$ cat config.mk
export PLATFORM = sky130hd
export DESIGN_NAME = xga_raster_expander
export DESIGN_NICKNAME = d
export VERILOG_FILES = /design/src/rtl/xga_raster_expander.sv
export SDC_FILE = /design/constraint.sdc
export NUM_CORES = 1
export LEC_CHECK = 0
export BUFFER_PORTS_ARGS = -buffer_cell sky130_fd_sc_hd__clkbuf_2
export CORE_ASPECT_RATIO = 0.7
export CORE_MARGIN = 2
export CORE_UTILIZATION = 30
export DETAILED_ROUTE_END_ITERATION = 8
export GPL_TIMING_DRIVEN = 0
export SLEW_MARGIN = 25
export SYNTH_ARGS = -nofsm -noshare
export SYNTH_HDL_FRONTEND = slang
export SYNTH_SLANG_ARGS = --single-unit
export TNS_END_PERCENT = 50
$ cat constraint.sdc
create_clock -name clk -period 4.1 [get_ports clk]
set_input_delay 0.615 -clock clk [delete_from_list [all_inputs] [get_ports clk]]
set_output_delay 0.615 -clock clk [all_outputs]
set_load 0.02 [all_outputs]
$ cat src/rtl/xga_raster_expander.sv
module xga_raster_expander #(
  parameter int H_ACT = 1024,
  parameter int H_FP  = 24,
  parameter int H_SW  = 136,
  parameter int H_BP  = 160,
  parameter int V_ACT = 768,
  parameter int V_FP  = 3,
  parameter int V_SW  = 6,
  parameter int V_BP  = 29,
  parameter int CW    = 11
) (
  input  logic        clk,
  input  logic        rst_n,
  input  logic [15:0] px_data,
  input  logic        px_valid,
  output logic        px_ready,
  output logic [29:0] rgb,
  output logic        hsync_n,
  output logic        vsync_n,
  output logic        blank,
  output logic        sof,
  output logic        underflow
);

  localparam int H_TOT = H_ACT + H_FP + H_SW + H_BP;
  localparam int V_TOT = V_ACT + V_FP + V_SW + V_BP;
  localparam logic [CW-1:0] H_LAST = CW'(H_TOT - 1);
  localparam logic [CW-1:0] V_LAST = CW'(V_TOT - 1);
  localparam logic [CW-1:0] H_VIS  = CW'(H_ACT);
  localparam logic [CW-1:0] V_VIS  = CW'(V_ACT);
  localparam logic [CW-1:0] HS_BEG = CW'(H_ACT + H_FP);
  localparam logic [CW-1:0] HS_END = CW'(H_ACT + H_FP + H_SW);
  localparam logic [CW-1:0] VS_BEG = CW'(V_ACT + V_FP);
  localparam logic [CW-1:0] VS_END = CW'(V_ACT + V_FP + V_SW);

  logic [CW-1:0] hcnt, vcnt;

  wire line_end = (hcnt == H_LAST);
  wire frm_end  = (vcnt == V_LAST);
  wire visible  = (hcnt < H_VIS) && (vcnt < V_VIS);
  wire origin   = (hcnt == '0) && (vcnt == '0);
  wire in_hs    = (hcnt >= HS_BEG) && (hcnt < HS_END);
  wire in_vs    = (vcnt >= VS_BEG) && (vcnt < VS_END);
  wire take     = visible && px_valid;
  wire starve   = visible && !px_valid;

  wire [9:0] red10 = {px_data[15:11], px_data[15:11]};
  wire [9:0] grn10 = {px_data[10:5], px_data[10:7]};
  wire [9:0] blu10 = {px_data[4:0], px_data[4:0]};

  assign px_ready = rst_n && visible;

  always_ff @(posedge clk or negedge rst_n) begin
    if (!rst_n) begin
      hcnt <= '0;
      vcnt <= '0;
    end else begin
      hcnt <= line_end ? '0 : hcnt + CW'(1);
      if (line_end) vcnt <= frm_end ? '0 : vcnt + CW'(1);
    end
  end

  always_ff @(posedge clk or negedge rst_n) begin
    if (!rst_n) begin
      hsync_n   <= 1'b1;
      vsync_n   <= 1'b1;
      blank     <= 1'b1;
      sof       <= 1'b0;
      rgb       <= '0;
      underflow <= 1'b0;
    end else begin
      hsync_n   <= !in_hs;
      vsync_n   <= !in_vs;
      blank     <= !visible;
      sof       <= origin;
      rgb       <= take ? {red10, grn10, blu10} : '0;
      underflow <= origin ? !px_valid : (underflow || starve);
    end
  end


  sof_single_chk: assert property (@(posedge clk) disable iff (!rst_n)
    sof |=> !sof);


  hsync_in_blank_chk: assert property (@(posedge clk) disable iff (!rst_n)
    !hsync_n |-> blank);


  vsync_in_blank_chk: assert property (@(posedge clk) disable iff (!rst_n)
    !vsync_n |-> blank);


  black_in_blank_chk: assert property (@(posedge clk) disable iff (!rst_n)
    blank |-> (rgb == '0));


  ready_shows_chk: assert property (@(posedge clk) disable iff (!rst_n)
    px_ready |=> !blank);


  starve_black_chk: assert property (@(posedge clk) disable iff (!rst_n)
    (px_ready && !px_valid) |=> (rgb == '0 && underflow));


  underflow_hold_chk: assert property (@(posedge clk) disable iff (!rst_n)
    underflow |=> (underflow || sof));

endmodule

# After elaboration in Yosys (flattened, before gate mapping)
# Index checks and enable logic that the tools add are counted.
# totals
output_inout_bits,36
ff_bits,57
input_bits,19
# classes
addsub,2
n_eq_ne,2
reduce_logical,14
n_mux,4
magnitude_cmp,6
# op_table
cell,count
$mux 30,1
$add 11x1->11 const B,2
$logic_not 11->1,2
$lt 11x10->1 const B,2
$lt 11x11->1 const B,2
$mux 11,2
$eq 11x10->1 const B,1
$eq 11x11->1 const B,1
$ge 11x10->1 const B,1
$ge 11x11->1 const B,1
$logic_and 1x1->1,7
$logic_not 1->1,4
$logic_or 1x1->1,1
$mux 1,1

# Depth between registers and ports, before layout
# logic_depth
ltp_word,5
mapped_depth,7
ltp_nobuf,6

# Least setup slack after synthesis
# No wires, ideal clock.
# synth_timing
path_kind,register to output
from,register vcnt[9]
to,output px_ready
n_path_buf,1
t_arrival_ns,1.327
setup_slack_ns,2.158
path_stages_with_launch,5
required_time_ns,3.485
path_cell_list,dfrtp_1 -> and2_1 -> nor3_2 -> clkbuf_1 -> and2_1
# synth_via
elab_chain_cells,3
# synth_rtl
item,line_no,source
"start, declared",36,"logic [CW-1:0] hcnt, vcnt;"
"start signal, assigned",59,if (line_end) vcnt <= frm_end ? '0 : vcnt + CW'(1);
$lt 11x10->1,40,wire visible = (hcnt < H_VIS) && (vcnt < V_VIS);
$logic_and 1x1->1,40,
$logic_and 1x1->1,51,assign px_ready = rst_n && visible;
"end, declared",16,"output logic px_ready,"
# Every way passes these cells.

# Final worst setup path
# layout_timing
from,register vcnt[8]
to,output px_ready
# Same word-level chain as after synthesis.

==> results.py <==
metrics = {
    "power_and_ir_drop": {
        "p_per_area_mw_per_mm2": 343,
        "power.total_uw": 889,
        "irDropWorstVdd_uv": 126,
        "p_leak_nw": 1.29,
    },
    "die": {
        "row_count": 25,
        "initial_core_util_pct": 30.7,
        "chipWidth_um": 103,
        "ios": 55,
        "die_h_um": 73.4,
        "core_mm2": 0.00673,
        "die_area_mm2": 0.00758,
    },
    "critical_path": {
        "critPathLaunchType": "flop",
        "crit_fanout": 10,
        "cp-end-kind": "primary output",
        "crit_required_ps": 3480,
        "cp.arrival_ps": 1990,
        "crit_type": "flop to primary output",
    },
    "finish": {
        "final_common_cell": "clkbuf_2",
        "areaGrowthSynthToFinish_pct": 25.3,
        "final_cell_mix": "53 x clkbuf_2, 40 x dfrtp_1, 19 x and3_1",
        "nNetsFinal": 279,
        "n_antenna_cell": 0,
        "drive_gt1_share_pct": 35.2,
        "final_area_mm2": 0.00259,
        "fillers": 647,
    },
    "yosys": {
        "syn_avg_cell_area_um2": 10.7,
        "synth_edf_count": 0,
        "yosysSeqAreaShare_pct": 52.2,
        "syn-num-nets": 218,
        "synthArstFlopShare_pct": 100,
        "yosysUniqueCellTypes": 37,
        "ys_seq_elements": 43,
        "synth_flop_cell": "dfrtp_1",
        "syn_inst": 194,
        "yosysWarningCount": 0,
        "netlist_area_mm2": 0.00207,
    },
    "timing": {
        "hold_violations": 0,
        "timing.final.crit_share_pct": 63.6,
        "setup_viol": 0,
        "maxSlewHeadroom_pct": 61.8,
        "skew_ps": 1.96,
        "tightest_slew_ps": 573,
        "tns_ps": 0,
        "finalCriticalPeriod_ps": 2610,
        "clock.fmax_mhz": 383,
        "grt_setup_unrepaired": "false",
        "slew_violations": 0,
    },
    "clock_tree": {
        "clk_pin_slew_ps": 80,
        "numCtsBuffers": 5,
        "cts_tree": "done",
        "cts_num_sinks": 43,
        "ctsResizeCount": 0,
        "cts_max_level": 2,
        "holdBufCountCts": 0,
        "clk_latency_ps": 290,
        "clk_path_buf_depth": 2,
        "root_buffer": "clkbuf_8",
        "cts_setup_buffers": 0,
    },
    "placement": {
        "io_buffers": 54,
        "place_area_mm2": 0.00246,
        "gp_congestion": 0.810,
        "place_hpwl_um": 3130,
    },
    "detailed_routing": {
        "viasPerCell": 4.69,
        "num_vias": 1643,
        "drtIter0Drc": 109,
        "firstDrtPassIters": 4,
        "ant_nets": 0,
        "route.detailed.drc": 0,
        "routed_wl_um": 4250,
        "wire_per_inst_um": 12.2,
    },
    "grt": {
        "grt_pass1_wl_um": 6910,
        "first_global_vias": 1488,
        "grt_max_degree": 45,
        "antenna_found_initial": 0,
        "track_usage_pct": 11.8,
        "overflow": 0,
    },
    "flow_run": {
        "cap_violations": 0,
    },
    "min_path": {
        "hold_class": "input port to async pin",
    },
    "status": {
        "outcome": "completed",
    },
}
[cell families after synthesis]
kind of cell	after synthesis	synth area share, %
adder cells (fa/ha/maj)	5	3.03
flip-flops	43	52.2
XOR/XNOR	10	4.24
buffers and inverters	32	8.84
multiplexers	3	1.51
AO/OA/AOI/OAI	22	6.36
AND/OR/NAND/NOR	79	23.8
[per-stage QoR]
| step | cells | util (%) | setup WS (ps) | hold WS, ps |
|---|---|---|---|---|
| 2_1_floorplan | 194 | - | 2160 | 319 |
| 3_3_place_gp | 342 | 36.5 | 1580 | 477 |
| 3_5_place_dp | 342 | 36.5 | 1810 | 485 |
| 4_1_cts | 350 | 38.5 | 1480 | 361 |
| 5_1_grt | 350 | 38.5 | 1320 | 391 |
| 6_report | 350 | 38.5 | 1490 | 343 |
[registers in the layout (all words and copies together), names as in the netlist]
name and flops:
vsync_n 1, rgb 16, vcnt 11, hsync_n 1, blank 1, underflow 1, hcnt 11, sof 1
[worst max-delay path: stages, from the launching register on]
cell      delay, ps
dfrtp_1         440
and2_1          220
nor3_2          370
clkbuf_1        330
and2_1          170
clkbuf_2        160
[cell type report]
cell class              instances  area (um2)  area share (%)
flip-flops and latches         43        1080            41.7
well taps                      94         118            4.54
repair buffers                 54         273            10.5
clock buffers                   6        72.6            2.80
multi-input cells             119         805            31.1
plain buffers                  25         156            6.04
inverters                       7        26.3            1.01
clock inverters                 2        60.1            2.32
[where the power goes]
part           internal, mW  switching (mW)
Clock                 0.243           0.140
Combinational        0.0287          0.0402
Sequential            0.432         0.00399
[per-layer routing]
layer	track usage, %	up-vias	part of all wire [%]
li1	-	799	-
met3	3.62	5	9.0
met1	16.7	751	51
met2	16.8	88	39
met4	4.68	0	0.85
met5	0	-	0
[Yosys cell counts (2+ instances only)]
| cell type | count | area (um2) |
|---|---|---|
| ha_1 | 5 | 62.6 |
| xor2_1 | 5 | 43.8 |
| inv_1 | 7 | 26.3 |
| o21ai_0 | 8 | 40.0 |
| dfstp_2 | 3 | 78.8 |
| and4_1 | 3 | 26.3 |
| nor3_2 | 4 | 40.0 |
| and3_1 | 19 | 119 |
| xnor2_1 | 5 | 43.8 |
| a31oi_1 | 4 | 25.0 |
| dfrtp_1 | 40 | 1000 |
| nand2_1 | 7 | 26.3 |
| buf_4 | 15 | 113 |
| a311oi_1 | 2 | 17.5 |
| mux2i_1 | 2 | 20.0 |
| nor2_1 | 9 | 33.8 |
| nand3_1 | 12 | 60.1 |
| and4b_1 | 3 | 30.0 |
| a21oi_1 | 5 | 25.0 |
| buf_2 | 5 | 25.0 |
| nand4_1 | 8 | 50.1 |
| clkbuf_1 | 5 | 18.8 |
| and2_1 | 4 | 25.0 |
[path summary, 6_finish.rpt]
path,from,end,slack [ps],depth (start not counted)
min in group clk,hcnt[0]$_DFF_PN0_,hcnt[0]$_DFF_PN0_,500,1
min,rst_n,rgb[7]$_DFF_PN0_,340,1
min reg2reg,hcnt[0]$_DFF_PN0_,hcnt[0]$_DFF_PN0_,500,1
max,vcnt[8]$_DFFE_PN0N_,px_ready,1490,5
max reg2reg,hcnt[0]$_DFF_PN0_,vcnt[4]$_DFFE_PN0N_,2290,7
max in group asynchronous,rst_n,hsync_n$_DFF_PN1_,3370,1
Note: power is estimated with default switching activity, not from simulation.
